**src/rtl/vcMulPkg.sv**
```systemverilog
package vcMulPkg;
  typedef struct packed {
    logic carry;
    logic sum;
  } halfAdd_t;

  function automatic halfAdd_t halfAdd(input logic x, input logic y);
    halfAdd_t r;
    r.sum   = x ^ y;
    r.carry = x & y;
    return r;
  endfunction
endpackage

```
**src/rtl/vcCla.sv**
```systemverilog
module vcCla #(
  parameter int W = 4
) (
  input  logic [W-1:0] x,
  input  logic [W-1:0] y,
  input  logic         cin,
  output logic [W-1:0] sum,
  output logic         cout
);
  logic [W-1:0] gen;
  logic [W-1:0] prop;
  logic [W:0]   carry;

  assign gen  = x & y;
  assign prop = x ^ y;

  // Each carry is a flat sum of products over generate/propagate terms.
  always_comb begin
    carry[0] = cin;
    for (int i = 0; i < W; i++) begin
      logic term;
      logic acc;
      acc  = gen[i];
      term = prop[i];
      for (int j = i - 1; j >= 0; j--) begin
        acc  = acc | (term & gen[j]);
        term = term & prop[j];
      end
      carry[i+1] = acc | (term & cin);
    end
  end

  assign sum  = prop ^ carry[W-1:0];
  assign cout = carry[W];
endmodule

```
**src/rtl/vcBaseCell.sv**
```systemverilog
module vcBaseCell (
  input  logic [1:0] a,
  input  logic [1:0] b,
  output logic [3:0] p
);
  import vcMulPkg::*;
  logic vertLo;
  logic vertHi;
  logic crossA;
  logic crossB;
  halfAdd_t midStage;
  halfAdd_t topStage;

  // Vertical and crosswise partial products, all formed at once.
  assign vertLo = a[0] & b[0];
  assign vertHi = a[1] & b[1];
  assign crossA = a[1] & b[0];
  assign crossB = a[0] & b[1];

  assign midStage = halfAdd(crossA, crossB);
  assign topStage = halfAdd(vertHi, midStage.carry);

  assign p = {topStage.carry, topStage.sum, midStage.sum, vertLo};
endmodule

```
**src/rtl/vcCombine.sv**
```systemverilog
module vcCombine #(
  parameter int W = 4
) (
  input  logic [W-1:0]   pLoLo,
  input  logic [W-1:0]   pHiLo,
  input  logic [W-1:0]   pLoHi,
  input  logic [W-1:0]   pHiHi,
  output logic [2*W-1:0] p,
  output logic           topCarry
);
  import vcMulPkg::*;
  localparam int H = W / 2;

  logic [W-1:0] crossSum;
  logic         crossCarry;
  logic [W-1:0] midWord;
  logic [W-1:0] midSum;
  logic         midCarry;
  halfAdd_t     carryFold;
  logic [H-1:0] foldWord;
  logic [H-1:0] topSum;

  vcCla #(.W(W)) uCross (
    .x(pHiLo), .y(pLoHi), .cin(1'b0), .sum(crossSum), .cout(crossCarry)
  );

  assign midWord = {pHiHi[H-1:0], pLoLo[W-1:H]};

  vcCla #(.W(W)) uMid (
    .x(crossSum), .y(midWord), .cin(1'b0), .sum(midSum), .cout(midCarry)
  );

  assign carryFold = halfAdd(crossCarry, midCarry);
  assign foldWord  = {{(H-2){1'b0}}, carryFold.carry, carryFold.sum};

  vcCla #(.W(H)) uTop (
    .x(pHiHi[W-1:H]), .y(foldWord), .cin(1'b0), .sum(topSum), .cout(topCarry)
  );

  assign p = {topSum, midSum, pLoLo[H-1:0]};
endmodule

```
**src/rtl/vcMulCore.sv**
```systemverilog
module vcMulCore #(
  parameter int W = 8
) (
  input  logic [W-1:0]   a,
  input  logic [W-1:0]   b,
  output logic [2*W-1:0] p,
  output logic           anyTopCarry
);
  localparam int H = W / 2;

  generate
    if (W == 2) begin : gBase
      vcBaseCell uCell (.a(a), .b(b), .p(p));
      assign anyTopCarry = 1'b0;
    end else begin : gSplit
      logic [W-1:0] pLoLo, pHiLo, pLoHi, pHiHi;
      logic [3:0]   subCarry;
      logic         levelCarry;

      vcMulCore #(.W(H)) uLoLo (.a(a[H-1:0]), .b(b[H-1:0]), .p(pLoLo), .anyTopCarry(subCarry[0]));
      vcMulCore #(.W(H)) uHiLo (.a(a[W-1:H]), .b(b[H-1:0]), .p(pHiLo), .anyTopCarry(subCarry[1]));
      vcMulCore #(.W(H)) uLoHi (.a(a[H-1:0]), .b(b[W-1:H]), .p(pLoHi), .anyTopCarry(subCarry[2]));
      vcMulCore #(.W(H)) uHiHi (.a(a[W-1:H]), .b(b[W-1:H]), .p(pHiHi), .anyTopCarry(subCarry[3]));

      vcCombine #(.W(W)) uJoin (
        .pLoLo(pLoLo), .pHiLo(pHiLo), .pLoHi(pLoHi), .pHiHi(pHiHi),
        .p(p), .topCarry(levelCarry)
      );

      assign anyTopCarry = levelCarry | (|subCarry);
    end
  endgenerate
endmodule

```
**src/rtl/vcMultiplier.sv**
```systemverilog
module vcMultiplier #(
  parameter int WIDTH = 8
) (
  input  logic [WIDTH-1:0]   opA,
  input  logic [WIDTH-1:0]   opB,
  output logic [2*WIDTH-1:0] product
);
  logic quarterCarry;

  vcMulCore #(.W(WIDTH)) uCore (
    .a(opA), .b(opB), .p(product), .anyTopCarry(quarterCarry)
  );
endmodule

```
**config.mk**
```make
export PLATFORM = sky130hd
export DESIGN_NAME = vcMultiplier
export DESIGN_NICKNAME = d
export VERILOG_FILES = /design/src/rtl/vcMulPkg.sv /design/src/rtl/vcCla.sv /design/src/rtl/vcBaseCell.sv /design/src/rtl/vcCombine.sv /design/src/rtl/vcMulCore.sv /design/src/rtl/vcMultiplier.sv
export SDC_FILE = /design/constraint.sdc
export NUM_CORES = 1
export LEC_CHECK = 0
export CAP_MARGIN = 20
export CORE_UTILIZATION = 35
export DETAILED_ROUTE_END_ITERATION = 8
export PLACE_DENSITY_LB_ADDON = 0.08
export SYNTH_ARGS = -nofsm -noshare
export SYNTH_HDL_FRONTEND = slang
export SYNTH_SLANG_ARGS = --single-unit
```
**constraint.sdc**
```tcl
create_clock -name vclk -period 11.95
set_input_delay 1.7925 -clock vclk [all_inputs]
set_output_delay 1.7925 -clock vclk [all_outputs]
set_load 0.03 [all_outputs]
```
==> run summary, run 1 <==
The largest area contributor in the netlist is ha_1. OpenSTA, run right after detailed placement, puts the worst setup slack at 2.29 ns. The number of sequential cells in the layout was 0; the instance count along the most critical hold path was 3. 0 antenna diodes ended up in the layout. For the arrival time of data at the critical path endpoint, the log shows 7.85 ns.

In this run, flip-flops and latches consume 0% of the power. The worst setup path is launched from a primary input. The number of setup violations in the final report is 0. Setup repair after global routing left no endpoint under its margin. After synthesis, the largest area contributor takes up 44.7% of total cell area. Buffer and inverter count on the worst path: 4.

The top achievable clock speed was 104 MHz. The analysis attributes to cell leakage a power of 1.60 nW. The run gives 2550 um2 as the netlist area before placement. The run gives 1877 as the number of global-route vias before repair. The total overflow left after global routing is 0.

The layout cell share with drive strength beyond 1 was 3.17%. Setup slack on the critical path of the routed design comes to 2.30 ns. Count of port buffers added during placement: 32.

Gates resized during post-CTS repair numbered 0. The path with the worst hold slack has its endpoint at product[0]. In this run the power density over the cells is 162 nW/um2. By startpoint and endpoint, the worst setup path is classified as primary input to output pin. For this run, the slowest stage of the critical path takes 0.68 ns. For this design, the CTS-stage hold fixing added 0 buffers.

In the synthesized netlist, the number of instances is 284. Walking the worst path, the cells encountered are clkdlybuf4s50_1 -> and2_1 -> ha_1 -> inv_1 -> fa_1 -> inv_1 -> ha_1 -> a21o_1 -> a21oi_1 -> o21bai_1 -> ha_1 -> ha_1 -> xnor2_1 -> xnor2_1 -> ha_1 -> nand3_1 -> o211ai_2 -> o31ai_2 -> o21bai_1 -> ha_1 -> ha_1 -> fa_1 -> xor2_1 -> clkdlybuf4s50_1. By area the synthesized netlist is led by ha_1, and2_1, xnor2_1.

The number of placed instances with taps included was 411. For this design the total switching power over the nets is 0.265 mW. For this run, design rule violations remaining after detail routing come to 0.

Per report_power, the clock group accounts for 0% of the total. The total cell area at the placement stage was 2980 um2; the setup TNS was 0 ns. By count the netlist is led by ha_1, and2_1, xnor2_1. The tools report the HPWL after detailed placement as 4510 um.

The tools report the worst IR drop on VDD as 0.000158 V. Summing the sequential cell areas from Yosys gives 0% of the chip area. Yosys instantiated no cell more often than ha_1. The floorplan step defined a die boundary enclosing 7630 um2. STA classifies the critical path endpoint as an output pin. The number of rows in the core area was 30. The maximum number of pins on one net before global-route repair was 9. The number of nets in the layout came out at 435. The count of nets left with antenna violations after detail routing came out at 0. The worst path needs 9.65 ns of the cycle, external delays included.

For the pin with the worst max-slew slack, the measured transition is 0.312 ns. The combinational share of power came out at 100.0%. Class of the worst hold path: primary input to output pin. The dominant cell type by count on the critical path is ha_1. Of the total power, the share spent switching nets is 54.8%. Starting density of the core: 36.9%. Cell internal power was estimated by the tool at 0.219 mW. The maximum fanout encountered on the critical timing path is 8.

The area added between synthesis and finish is 17.0%, and the overall die width is 87.4 um. The slowest cell on the critical path is clkdlybuf4s50_1. In the finished layout, the clock tree contains a buffer count of 0.

The run finished with clean final reports. The first global-routing pass estimated 8440 um of wire. The tools report the via count as 1925.

On the critical path the largest part of the delay comes from adder cells. The overall die height is 87.4 um, and the average instance area after synthesis is 8.98 um2. The detailed router finished its first iteration with 39 violations. For the total count of max-transition violations in the final report, the log shows 0.

Across every metal layer, demand over resource in global routing totals 13.7%. The number of nets handed over by synthesis was 402. For this block, the routed nets add up to 4940 um of wire. After floorplanning, the core was sized to cover 6910 um2. The hold violation count in the final report is 0. Across the run, the number of max-cap violations was 0.

For the critical path required time, the log shows 10.16 ns. The run gives 0 as the number of warnings printed during yosys synthesis. Excluding fillers, the count of instances in the completed layout stands at 411.

For the I/O pin total, the log shows 32. Registers take 0 um2. The total power is 0.484 mW. Post-detailed-route via-to-cell ratio: 4.68. The initial antenna violation count was 0. The number of setup buffers added after CTS is 0. The tools report the multi-input combinational cell area as 2460 um2. The filler cells instantiated in the layout total 728. After routing the design area is 2980 um2. The final critical path takes up 80.7% of the cycle. The netlist uses 22 different library cells.

The first detailed-routing pass took 4 iterations. Routability-driven placement finished with a final weighted congestion of 0.776. Headroom to the max-slew limit came out at 79.0%. In this run the most critical hold path is launched from opA[0].

The mean routed wirelength per cell works out to 12.0 um.
-- layout by cell type, fill, tap and decap left out, types with 4 or more instances in the layout --
cell type,synthesis,layout
a21o_1,8,8
a21oi_1,11,11
and2_1,64,64
clkdlybuf4s50_1,0,32
fa_1,11,11
ha_1,91,91
inv_1,21,21
nand3_1,4,4
nor2_1,6,6
o21ai_0,4,4
o21bai_1,10,10
xnor2_1,27,27
xor2_1,9,9
-- worst max path at each step --
stage          cells past startpoint    from           to
5_1_grt                           24  opA[3]  product[14]
3_3_place_gp                      24  opA[3]  product[14]
2_1_floorplan                     22  opA[3]  product[14]
6_report                          24  opA[3]  product[14]
3_5_place_dp                      24  opA[2]  product[14]
4_1_cts                           24  opA[2]  product[14]
-- layout make-up --
type / instances / share of cell area [%]
Timing Repair Buffer: 32 / 10.7
Multi-Input combinational cell: 262 / 82.6
Inverter: 21 / 2.64
Tap cell: 96 / 4.03
-- power by group through the flow --
stage	clock (mW)	combinational (mW)	sequential [mW]
6_report	0	0.484	0
5_1_grt	0	0.533	0
4_1_cts	0	0.494	0
3_5_place_dp	0	0.491	0
3_3_place_gp	0	0.490	0
2_1_floorplan	0	0.346	0
-- through the flow --
step,utilization (%),hold WS (ns)
CTS,43.2,4.90
detailed placement,43.2,4.89
floorplan,-,3.83
finish,43.2,4.88
global route,43.2,4.93
global placement,43.2,4.88
-- per-layer routing --
| metal | vias up | global-route usage (%) | share of wire [%] |
|---|---|---|---|
| met5 | - | 0 | 0 |
| met3 | 0 | 0.190 | 1.2 |
| li1 | 1039 | - | - |
| met2 | 13 | 26.7 | 52 |
| met4 | 0 | 0.298 | 0 |
| met1 | 873 | 17.7 | 47 |
-- logic make-up (layout without fill, tap and decap cells) --
kind of cell	after synthesis	count (layout)	synth area share [%]
xor gates and xnor gates	36	36	12.4
AOI/OAI and AO/OA	41	41	11.4
adders and majority gates	102	102	53.3
and+or+nand+nor	83	83	19.6
buffers and inverters	22	53	3.39
Note: power is estimated with default switching activity, not from simulation.
==> run 2: changes to the inputs <==
- clock period: 11.95 -> 9.5 ns (I/O delays scaled with it)
==> run summary, run 2 (synthesis gave the netlist of run 1 again) <==
The logs give 78.9% (-0.11 points) for the remaining max-slew budget at the tightest pin and 5070 um (+2.5%) for the routed wire length. The overall die height is 87.4 um (unchanged), and the die area is 7630 um2 (unchanged). The layout cell share with drive strength beyond 1 is 3.48% (+0.31 points). The area growth from synthesis to layout is 17.3%.

The maximum fanout encountered on the critical timing path is 8 (unchanged). Static timing analysis puts the maximum clock frequency at 113 MHz. The arrival time of data at the critical path endpoint was 7.45 ns (-0.40 ns); the HPWL after detailed placement was 4560 um (+0.90%). Final critical-path share of the clock period: 93.4%. The total count of max-transition violations in the final report was 0 (unchanged).

Layout clock buffer count: 0 (unchanged). The worst setup path is captured at an output pin. The remaining global-route overflow is 0 (unchanged), and the final weighted congestion in routability-driven placement is 0.776 (about the same). The count of nets left with antenna violations after detail routing was 0 (unchanged).

The tools report the routed length on met1 as 2400 um (+3.0%). Start point of the worst hold path: opB[0]. The remaining routing DRC violations was 0 (unchanged).

The overall die width works out to 87.4 um (unchanged). The violation count after the first detailed-route iteration was 19 (-51%). For the worst IR drop on VDD, the log shows 0.000264 V (+67%). The hold violation count in the final report is 0 (unchanged).

The setup TNS came out at 0 ns (unchanged). The number of search-and-repair iterations in the first detailed-routing pass was 4 (unchanged); the cell area after layout was 2990 um2 (+0.25%). The starting density of the core came out at 36.9% (unchanged). Initial antenna violation count: 0 (unchanged).

For the detailed-routed wire length on met3, the log shows 75 um (+32%). The actual slew at the worst max-slew pin was 0.314 ns (+0.00169 ns). The global-route wire length before repair was 8350 um (-1.1%); the total of fill cells in the finished design was 725 (-0.41%). For the via count, the log shows 1953 (+1.5%).

Critical path class: primary input to output pin. The tools report the maximum number of pins on one net before global-route repair as 9 (unchanged). The core area came out at 6910 um2 (unchanged). For the all-layer global routing usage, the log shows 13.6% (-0.099 points).

For the finished layout, the period the worst path requires is 8.87 ns. The mean routed wirelength per cell was 12.3 um (+2.3%); the reported max-cap violation count was 0 (unchanged). The worst-case hold path end point was product[0]. Critical path startpoint category: a primary input. For the post-cts gate resize count, the log shows 0 (unchanged). The critical path required time came out at 8.08 ns (-2.08 ns). The number of setup violations in the final report was 0 (unchanged); the number of buffers inserted by hold repair at cts was 0 (unchanged).

Setup repair after global routing left no endpoint under its margin. In this run the top signal layer used is met3. For the number of sequential cells in the layout, the log shows 0 (unchanged).

The number of rows in the core area came out at 30 (unchanged). The flow ran to the end, and the final reports show no timing, DRC or antenna violations. The min-delay analysis places its worst path in the category primary input to output pin. The number of nets in the layout was 436 (+0.23%).

The I/O pin total was 32 (unchanged). Instance count along the most critical hold path: 3 (unchanged). The run gives 0 um2 (unchanged) as the flip-flop and latch area.

The top cell types in the final layout, fill and taps aside, are ha_1, and2_1, clkdlybuf4s50_1. The count of port buffers added during placement is 32 (unchanged), and the total cell area at the placement stage is 2990 um2 (+0.25%). The standby leakage power was 1.61 nW (+0.30%). The logs give 0 (unchanged) for the antenna diode count and 1840 (-2.0%) for the number of global-route vias before repair. The total power density per cell area was 204 nW/um2 (+26%); the post-CTS repair timing setup buffer count was 0 (unchanged).

The post-detailed-route via-to-cell ratio is 4.74 (+1.2%). The most common library cell in the layout ignoring fill and taps was ha_1. The routed length on met2 is 2590 um (+1.5%).
-- run 2: changes by cell type in the layout (fill, tap and decap cells not counted) --
cell   change
buf_4      +1
-- run 2: final cells by class --
type / count / area [um2] / area share, %
Multi-Input combinational cell: 262 / 2460 / 82.4
Timing Repair Buffer: 33 / 328 / 11.0
Tap cell: 96 / 120 / 4.02
Inverter: 21 / 78.8 / 2.64
-- run 2: stage by stage --
| step | setup WS (ns) | hold slack (ns) | utilization [%] | total power [mW] | instances |
|---|---|---|---|---|---|
| 4_1_cts | 0.556 | 4.15 | 43.3 | 0.621 | 412 |
| 3_3_place_gp | 0.661 | 4.15 | 43.3 | 0.617 | 412 |
| 2_1_floorplan | 1.86 | 3.09 | - | 0.435 | 284 |
| 5_1_grt | 0.220 | 4.17 | 43.3 | 0.669 | 412 |
| 6_report | 0.627 | 4.15 | 43.3 | 0.609 | 412 |
| 3_5_place_dp | 0.575 | 4.14 | 43.3 | 0.619 | 412 |
-- run 2: worst max-delay path, stage by stage --
cell,delay [ns]
clkdlybuf4s50_1,0.54
and2_1,0.23
ha_1,0.30
inv_1,0.06
fa_1,0.60
inv_1,0.06
ha_1,0.28
a21o_1,0.17
a21oi_1,0.23
o21bai_1,0.10
ha_1,0.27
ha_1,0.19
xnor2_1,0.19
xnor2_1,0.15
ha_1,0.29
nand3_1,0.11
o211ai_2,0.15
o31ai_2,0.30
o21bai_1,0.11
ha_1,0.28
ha_1,0.21
fa_1,0.38
xor2_1,0.14
clkdlybuf4s50_1,0.68
-- run 2: how the worst max path moves through the flow --
| stage | startpoint | endpoint |
|---|---|---|
| after floorplan | opA[3] | product[14] |
| after global placement | opA[3] | product[14] |
| after detailed placement | opA[2] | product[14] |
| after CTS | opA[2] | product[14] |
| after global routing | opA[2] | product[14] |
| final | opA[3] | product[14] |
-- run 2: power by group --
part           internal (mW)  switching [mW]
Clock                      0               0
Sequential                 0               0
Combinational          0.276           0.334
Total                  0.276           0.334
-- run 2: per-layer routing --
layer / track usage (%) / up-vias
li1: - / 1040
met1: 17.8 / 896
met2: 26.3 / 17
met3: 0.190 / 0
met4: 0 / 0
met5: 0 / -
